$ cat config.mk
export PLATFORM = sky130hd
export DESIGN_NAME = pin_scan_array
export DESIGN_NICKNAME = d
export VERILOG_FILES = /design/src/rtl/pin_scan_pkg.sv /design/src/rtl/phase_decode.sv /design/src/rtl/scan_pin_cell.sv /design/src/rtl/test_osc.sv /design/src/rtl/pin_scan_array.sv
export SDC_FILE = /design/constraint.sdc
export NUM_CORES = 1
export LEC_CHECK = 0
export ABC_AREA = 0
export BUFFER_PORTS_ARGS = -buffer_cell sky130_fd_sc_hd__buf_2
export CAP_MARGIN = 20
export CORE_ASPECT_RATIO = 2
export CORE_UTILIZATION = 40
export CTS_CLUSTER_SIZE = 40
export DETAILED_ROUTE_END_ITERATION = 8
export GPL_TIMING_DRIVEN = 0
export PLACE_DENSITY_LB_ADDON = 0.3
export SLEW_MARGIN = 5
export SYNTH_ARGS = -nofsm -noshare
export SYNTH_HDL_FRONTEND = slang
export SYNTH_SLANG_ARGS = --single-unit
$ cat constraint.sdc
create_clock -name clk_i -period 3.3 [get_ports clk_i]
set_clock_uncertainty 0.1 [all_clocks]
set_input_delay 0.33 -clock clk_i [delete_from_list [all_inputs] [get_ports clk_i]]
set_output_delay 0.33 -clock clk_i [all_outputs]
set_load 0.01 [all_outputs]
$ cat src/rtl/pin_scan_pkg.sv
package pin_scan_pkg;
  typedef enum logic [2:0] {
    OP_IDLE,
    OP_LATCH_IN,
    OP_DRIVE,
    OP_PASS,
    OP_CAPTURE,
    OP_CLASH
  } phase_op_e;
endpackage

$ cat src/rtl/phase_decode.sv
module phase_decode
  import pin_scan_pkg::*;
(
  input  logic clk_i,
  input  logic rst_ni,
  input  logic ph1_i,
  input  logic ph2_i,
  input  logic drive_i,
  input  logic sample_i,
  output logic shift_m_o,
  output logic load_hold_o,
  output logic xfer_o,
  output logic capture_o,
  output logic clash_o
);
  phase_op_e op;
  logic      clash_q;

  always_comb begin
    unique case ({ph1_i, ph2_i})
      2'b01:   op = drive_i  ? OP_DRIVE   : OP_LATCH_IN;
      2'b10:   op = sample_i ? OP_CAPTURE : OP_PASS;
      2'b11:   op = OP_CLASH;
      default: op = OP_IDLE;
    endcase
  end

  assign shift_m_o   = (op == OP_LATCH_IN);
  assign load_hold_o = (op == OP_DRIVE);
  assign xfer_o      = (op == OP_PASS);
  assign capture_o   = (op == OP_CAPTURE);

  always_ff @(posedge clk_i or negedge rst_ni) begin
    if (!rst_ni) clash_q <= 1'b0;
    else         clash_q <= (op == OP_CLASH);
  end
  assign clash_o = clash_q;

  p_one_op_r8: assert property (@(posedge clk_i) disable iff (!rst_ni)
    $onehot0({shift_m_o, load_hold_o, xfer_o, capture_o}));
  p_clash_flag_r8: assert property (@(posedge clk_i) disable iff (!rst_ni)
    (ph1_i && ph2_i) |=> clash_o);
  p_clash_clear_r8: assert property (@(posedge clk_i) disable iff (!rst_ni)
    !(ph1_i && ph2_i) |=> !clash_o);
endmodule

$ cat src/rtl/scan_pin_cell.sv
module scan_pin_cell (
  input  logic clk_i,
  input  logic rst_ni,
  input  logic shift_m_i,
  input  logic xfer_i,
  input  logic capture_i,
  input  logic load_hold_i,
  input  logic scan_i,
  input  logic pin_in_i,
  output logic scan_o,
  output logic oe_o,
  output logic out_o
);
  // master/slave pairs: data slot first on the chain, enable slot second
  logic m_d, m_en, s_d, s_en, h_d, h_en;

  always_ff @(posedge clk_i or negedge rst_ni) begin
    if (!rst_ni) begin
      m_d  <= 1'b0;
      m_en <= 1'b0;
    end else if (shift_m_i) begin
      m_d  <= scan_i;
      m_en <= s_d;
    end
  end

  always_ff @(posedge clk_i or negedge rst_ni) begin
    if (!rst_ni) begin
      s_d  <= 1'b0;
      s_en <= 1'b0;
    end else if (xfer_i) begin
      s_d  <= m_d;
      s_en <= m_en;
    end else if (capture_i) begin
      s_d  <= pin_in_i;
    end
  end

  always_ff @(posedge clk_i or negedge rst_ni) begin
    if (!rst_ni) begin
      h_d  <= 1'b0;
      h_en <= 1'b0;
    end else if (load_hold_i) begin
      h_d  <= s_d;
      h_en <= s_en;
    end
  end

  assign scan_o = s_en;
  assign oe_o   = h_en;
  assign out_o  = h_en & h_d;

  p_hold_load_r4: assert property (@(posedge clk_i) disable iff (!rst_ni)
    load_hold_i |=> (h_en == $past(s_en) && h_d == $past(s_d)));
  p_hold_keep_r4: assert property (@(posedge clk_i) disable iff (!rst_ni)
    !load_hold_i |=> $stable({h_en, h_d}));
  p_capture_r6: assert property (@(posedge clk_i) disable iff (!rst_ni)
    capture_i |=> (s_d == $past(pin_in_i) && s_en == $past(s_en)));
  p_idle_keep_r5: assert property (@(posedge clk_i) disable iff (!rst_ni)
    (!shift_m_i && !xfer_i && !capture_i) |=> $stable({m_d, m_en, s_d, s_en}));
endmodule

$ cat src/rtl/test_osc.sv
module test_osc (
  input  logic clk_i,
  input  logic rst_ni,
  input  logic run_i,
  output logic osc_o
);
  logic osc_q;

  always_ff @(posedge clk_i or negedge rst_ni) begin
    if (!rst_ni)    osc_q <= 1'b0;
    else if (run_i) osc_q <= ~osc_q;
    else            osc_q <= 1'b0;
  end
  assign osc_o = osc_q;

  p_osc_toggle_r7: assert property (@(posedge clk_i) disable iff (!rst_ni)
    run_i |=> (osc_o != $past(osc_o)));
  p_osc_park_r7: assert property (@(posedge clk_i) disable iff (!rst_ni)
    !run_i |=> !osc_o);
endmodule

$ cat src/rtl/pin_scan_array.sv
module pin_scan_array #(
  parameter int NUM_PINS = 64
) (
  input  logic                clk_i,
  input  logic                rst_ni,
  input  logic                ph1_i,
  input  logic                ph2_i,
  input  logic                drive_i,
  input  logic                sample_i,
  input  logic                sdin_i,
  output logic                sdout_o,
  input  logic [NUM_PINS-1:0] pin_in_i,
  output logic [NUM_PINS-1:0] pin_oe_o,
  output logic [NUM_PINS-1:0] pin_out_o,
  output logic                phase_err_o
);
  logic              shift_m, load_hold, xfer, capture;
  logic              osc;
  logic [NUM_PINS:0] link;

  phase_decode u_phase (
    .clk_i      (clk_i),
    .rst_ni     (rst_ni),
    .ph1_i      (ph1_i),
    .ph2_i      (ph2_i),
    .drive_i    (drive_i),
    .sample_i   (sample_i),
    .shift_m_o  (shift_m),
    .load_hold_o(load_hold),
    .xfer_o     (xfer),
    .capture_o  (capture),
    .clash_o    (phase_err_o)
  );

  assign link[0] = sdin_i;

  for (genvar p = 0; p < NUM_PINS; p++) begin : g_pin
    scan_pin_cell u_cell (
      .clk_i      (clk_i),
      .rst_ni     (rst_ni),
      .shift_m_i  (shift_m),
      .xfer_i     (xfer),
      .capture_i  (capture),
      .load_hold_i(load_hold),
      .scan_i     (link[p]),
      .pin_in_i   (pin_in_i[p]),
      .scan_o     (link[p+1]),
      .oe_o       (pin_oe_o[p]),
      .out_o      (pin_out_o[p])
    );
  end

  test_osc u_osc (
    .clk_i (clk_i),
    .rst_ni(rst_ni),
    .run_i (sample_i),
    .osc_o (osc)
  );

  assign sdout_o = sample_i ? osc : link[NUM_PINS];

  p_pins_hold_r4: assert property (@(posedge clk_i) disable iff (!rst_ni)
    !(ph2_i && drive_i && !ph1_i) |=> $stable({pin_oe_o, pin_out_o}));
endmodule

==> results of run 1 <==
==> worst register-to-register path, stage by stage (launching register included) <==
cell and delay [ns]:
dfrtp_1 0.37, mux2_2 0.28, mux2_2 0.26
==> cells in the final DEF (no fill, tap or decap), drive strengths merged <==
| cell | count |
|---|---|
| clkbuf | 54 |
| nand3b | 1 |
| dfrtp | 386 |
| nor2b | 2 |
| bufinv | 3 |
| dlygate4sd3 | 4 |
| clkinv | 10 |
| nor3b | 2 |
| and2 | 65 |
| inv | 1 |
| buf | 380 |
| mux2 | 449 |
==> registers in the layout, summed over array words and instances (netlist names) <==
register and count:
u_osc.osc_o 1, g_pin.u_cell.h_d 64, g_pin.u_cell.m_en 64, g_pin.u_cell.oe_o 64, g_pin.u_cell.scan_o 64, g_pin.u_cell.m_d 64, g_pin.u_cell.s_d 64, u_phase.clash_o 1
==> layout make-up <==
class                      instances  area, sq um
buffer                           177         1370
clock buffer                      53         1100
clock inverter                    14          156
fill                            3725        21200
multi-input combinational        519         5500
sequential                       386         9660
tap                              535          669
timing repair buffer             208         1160
==> where the power goes <==
part	switching [W]	total, W	internal (W)
logic	0.00161	0.00480	0.00319
clock network	0.00182	0.00439	0.00256
registers	0.00134	0.00829	0.00694
==> through the flow <==
stage,setup TNS [ns],area (sq um),hold slack [ns],setup WS (ns),total power [W]
2_1_floorplan,0,16500,-0.0656,1.81,0.0116
3_3_place_gp,-2180.21,18200,0.311,-5.72,0.0131
3_5_place_dp,0,18300,0.149,1.30,0.0133
4_1_cts,0,19600,0.0284,1.38,0.0178
5_1_grt,0,19600,0.0445,1.35,0.0186
6_report,0,19600,0.0638,1.37,0.0175
==> routing by layer <==
layer	vias up	part of all wire [%]
met3	56	4.1
li1	4104	-
met5	-	0.065
met4	4	2.7
met1	4545	38
met2	176	55
==> cells by family (layout without fill, tap and decap cells) <==
logic type             Yosys count  count (layout)  share of synthesized area, %
buffers and inverters          177             452                          8.31
DFF                            386             386                          58.4
muxes                          449             449                          30.6
and+or+nand+nor                 70              70                          2.70
==> path summary, 6_finish.rpt <==
path                                          to  cells past startpoint
min in group asynchronous   g_pin[23].u_cell.h_d                      2
max in group asynchronous  g_pin[58].u_cell.m_en                      4
setup / recovery            g_pin[20].u_cell.s_d                      6
setup reg to reg            g_pin[30].u_cell.s_d                      2
hold reg to reg                      u_osc.osc_o                      1
hold / removal              g_pin[60].u_cell.s_d                      3
==> results.py, run 1 <==
metrics = {
    "setup_path": {
        "crit_type": "input port to flop",
        "r2r_start": "g_pin[30].u_cell.m_d",
        "required_ns": 3.60,
        "critPathMaxStageDelay_ns": 0.53,
        "crit_top_cell": "buf_2",
        "worstPathCellList": "dlygate4sd3_1 > buf_2 > nor2b_1 > buf_2 > buf_2 > mux2_2",
        "startpoint_type": "input port",
        "ff2ff_setup_slack_ns": 2.18,
        "critPathSlowestCell": "dlygate4sd3_1",
        "arrival_ns": 2.23,
        "crit_family": "buffers and inverters",
        "path_max_fanout": 10,
        "crit_start": "ph2_i",
        "critPathCaptureType": "flop",
        "worst-path-buf-inv": 4,
    },
    "die": {
        "die-area_sq_um": 42200,
        "ioPinCount": 201,
        "die_h_um": 290,
        "die_w_um": 146,
        "rows": 105,
        "start_util_pct": 40.5,
        "core_sq_um": 40900,
    },
    "run_status": {
        "status": "completed",
    },
    "clock_tree": {
        "postCtsHoldBufs": 4,
        "cts_tree": "done",
        "cts_sinks": 386,
        "clockBufferDepth": 3,
        "cts_buffers": 37,
        "clk_pin_slew_ns": 0.06,
        "postCtsSetupRepairBufs": 0,
        "cts_max_level": 2,
        "cts_resized": 0,
        "clk_latency_ns": 0.52,
        "clockRootBuffer": "clkbuf_16",
    },
    "layout": {
        "area_delta_synth_final_pct": 18.7,
        "final_nets": 1400,
        "fin_util_pct": 48.0,
        "diodes": 0,
        "final_cells": 1892,
        "drive_gt1_share_pct": 65.5,
    },
    "pwr": {
        "vdd_drop_max_uv": 577,
        "power_density_nw_per_um2": 891,
        "p_leak_nw": 9.52,
    },
    "grt": {
        "grt-busiest-layer": "met2",
        "use_met2_pct": 31.4,
        "grtUsageMet3_pct": 2.98,
        "grt_max_degree": 102,
        "antenna_found_initial": 2,
        "grt_overflow": 0,
        "grt_use_total_pct": 16.5,
        "grt_pass1_wl_mm": 54.3,
        "grt_util_met1_pct": 18.2,
        "first_global_vias": 9827,
    },
    "synthesis": {
        "ys_seq_area_share_pct": 58.4,
        "avgSynthCellArea_sq_um": 15.3,
        "syn_nets": 1153,
        "synthTopCellsByCount": "449 x mux2_2, 386 x dfrtp_1, 146 x buf_4",
        "synth_top_cell_area_share_pct": 58.4,
        "synth_seq_cells": 386,
        "yosys_most_used_dff": "dfrtp_1",
        "synth_area_leader_cell": "dfrtp_1",
        "synth_edf_count": 0,
        "yosysMostFrequentCell": "mux2_2",
        "netlist_instances": 1082,
        "synth_area_leaders": "dfrtp_1 58%, mux2_2 31%, buf_4 6.6%",
        "async_reset_ff_share_pct": 100,
        "syn_area_sq_um": 16500,
        "yosys_warnings": 0,
        "synth_cell_types": 12,
    },
    "route": {
        "drt-wirelength-per-cell_um": 17.8,
        "remaining_drc_errors": 0,
        "drtPass1Iterations": 3,
        "drtIter0Drc": 184,
        "routed_wl_mm": 33.8,
        "postRouteAntennaNets": 0,
        "via_per_inst": 4.70,
        "vias": 8885,
    },
    "placement": {
        "io_buffer_count": 200,
        "globalplace.congestion": 0.742,
        "dp.cells": 1821,
        "hpwl_mm": 23.9,
    },
    "timing": {
        "tightest_slew_ns": 0.769,
        "hold_viol": 0,
        "layout_min_cycle_time_ns": 1.93,
        "slew_viol_final": 0,
        "slew_headroom_pct": 48.8,
        "setup-violations-final": 0,
        "fmax_ghz": 0.519,
        "fin_crit_sh_pct": 58.4,
        "rsz0062_at_grt": "no",
    },
    "flow_run": {
        "cap_violations": 0,
    },
    "hold_path": {
        "hp-start": "pin_in_i[60]",
        "hp-class": "input port to flop",
    },
}
No activity file was read; power rests on OpenSTA's default activity.
==> run 2, diff against run 1 <==
Clock period 3.3 ns to 1.67 ns, I/O delays scaled along.
==> run 2 against run 1 <==
Effect of this change:
- clock-buffer cell count stayed put
- combinational power is 100% higher
- core utilization is 1.7 points higher
- via count is 2.7% higher
- cell count is 3.6% higher
- critical path depth is 3 lower
- first-iteration DRC count is 9.2% higher
==> results.py, run 2 (synthesized netlist as in run 1, its figures left out) <==
metrics = {
    "timing": {
        "layout_min_cycle_time_ns": 1.61,
        "hold_viol": 0,
        "slew_headroom_pct": 49.4,
        "rsz0062_at_grt": "no",
        "slew_viol_final": 0,
        "tightest_slew_ns": 0.759,
        "fin_crit_sh_pct": 96.6,
        "fmax_ghz": 0.620,
        "hold_ws_ns": 0.0237,
        "setup-violations-final": 0,
        "finalSetupTns_ns": 0,
    },
    "flow_run": {
        "cap_violations": 0,
    },
    "grt": {
        "antenna_found_initial": 0,
        "grt_overflow": 0,
        "grt_max_degree": 102,
        "grt_pass1_wl_mm": 55.3,
        "grt_use_total_pct": 16.7,
        "first_global_vias": 10200,
    },
    "clock_tree": {
        "clockRootBuffer": "clkbuf_16",
        "clk_latency_ns": 0.52,
        "cts_tree": "done",
        "cts_sinks": 386,
        "cts_buffers": 37,
        "clockBufferDepth": 3,
        "clk_pin_slew_ns": 0.06,
        "cts_max_level": 2,
    },
    "setup_path": {
        "required_ns": 1.40,
        "arrival_ns": 1.35,
        "critPathCaptureType": "output pin",
        "crit_type": "flop to output pin",
        "path_max_fanout": 3,
        "startpoint_type": "flop",
    },
    "pwr": {
        "power.total_w": 0.0348,
        "vdd_drop_max_uv": 1110,
        "p_leak_nw": 9.81,
        "power_density_nw_per_um2": 1710,
    },
    "layout": {
        "diodes": 0,
        "final_nets": 1468,
        "final_cells": 1960,
        "fin_util_pct": 49.7,
        "final_common_cell": "mux2_2",
        "drive_gt1_share_pct": 62.7,
        "mostFrequentLayoutCells": "448 x mux2_2, 386 x dfrtp_1, 206 x buf_2",
        "area_delta_synth_final_pct": 22.8,
    },
    "die": {
        "die-area_sq_um": 42200,
        "die_h_um": 290,
        "ioPinCount": 201,
        "start_util_pct": 40.5,
        "rows": 105,
        "core_sq_um": 40900,
        "die_w_um": 146,
    },
    "route": {
        "remaining_drc_errors": 0,
        "drtIter0Drc": 201,
        "drt-wirelength-per-cell_um": 17.5,
        "via_per_inst": 4.66,
        "vias": 9128,
        "postRouteAntennaNets": 0,
        "drtPass1Iterations": 3,
        "routed_wl_mm": 34.3,
    },
    "hold_path": {
        "hp-class": "input port to asynchronous set/reset pin",
    },
    "placement": {
        "dp.cells": 1821,
        "globalplace.congestion": 0.742,
        "hpwl_mm": 23.9,
        "io_buffer_count": 200,
    },
    "run_status": {
        "status": "completed",
    },
}
==> run 2: routing by layer <==
metal  global-route usage (%)  routed length, um
met3                     2.59               1200
met5                        0                  0
met4                     5.95                950
met1                     18.5              13000
met2                     32.0              19100
==> run 2: through the flow <==
step                setup slack [ns]  instance area (sq um)
finish                        0.0563                  20300
global route                0.000271                  20300
CTS                          0.00211                  20300
detailed placement            -0.164                  18300
global placement               -7.18                  18200
floorplan                      0.347                  16500
==> run 2: final cells by class <==
class                   instances  area, sq um
flip-flops and latches        386         9660
well taps                     535          669
clock buffers                  53         1100
repair buffers                277         1850
fillers                      3673        20600
plain buffers                 176         1370
multi-input cells             519         5510
clock inverters                14          156
==> run 2: path summary, 6_finish.rpt <==
check / slack [ns] / cells after the start / end / start
worst min register to register: 0.32 / 1 / u_osc.osc_o / u_osc.osc_o
worst max-delay path: 0.06 / 3 / pin_out_o[34] / g_pin[34].u_cell.oe_o
worst min-delay path: 0.02 / 2 / g_pin[23].u_cell.h_d / rst_ni
max in group asynchronous: 0.25 / 4 / g_pin[58].u_cell.s_d / rst_ni
worst max register to register: 0.54 / 2 / g_pin[0].u_cell.s_d / g_pin[0].u_cell.m_d
min in group clk_i: 0.14 / 4 / g_pin[0].u_cell.m_d / drive_i
==> run 2: what timing repair did <==
item | in CTS | in global routing
pin swaps | 0 | 3
endpoints found under the setup margin | 2 | 5
endpoints found under the hold margin | 381 | 0
resized for setup | 1 | 3
buffers inserted | 2 | 3
hold buffers | 68 | 0
==> run 2: worst max-delay path, stage by stage, from the launching register on <==
cell and delay, ns:
dfrtp_1 0.41, and2_1 0.17, buf_4 0.12, buf_2 0.13
==> run 2: where the power goes <==
part	internal, W	switching (W)
registers	0.0137	0.00265
clock network	0.00507	0.00360
logic	0.00649	0.00326
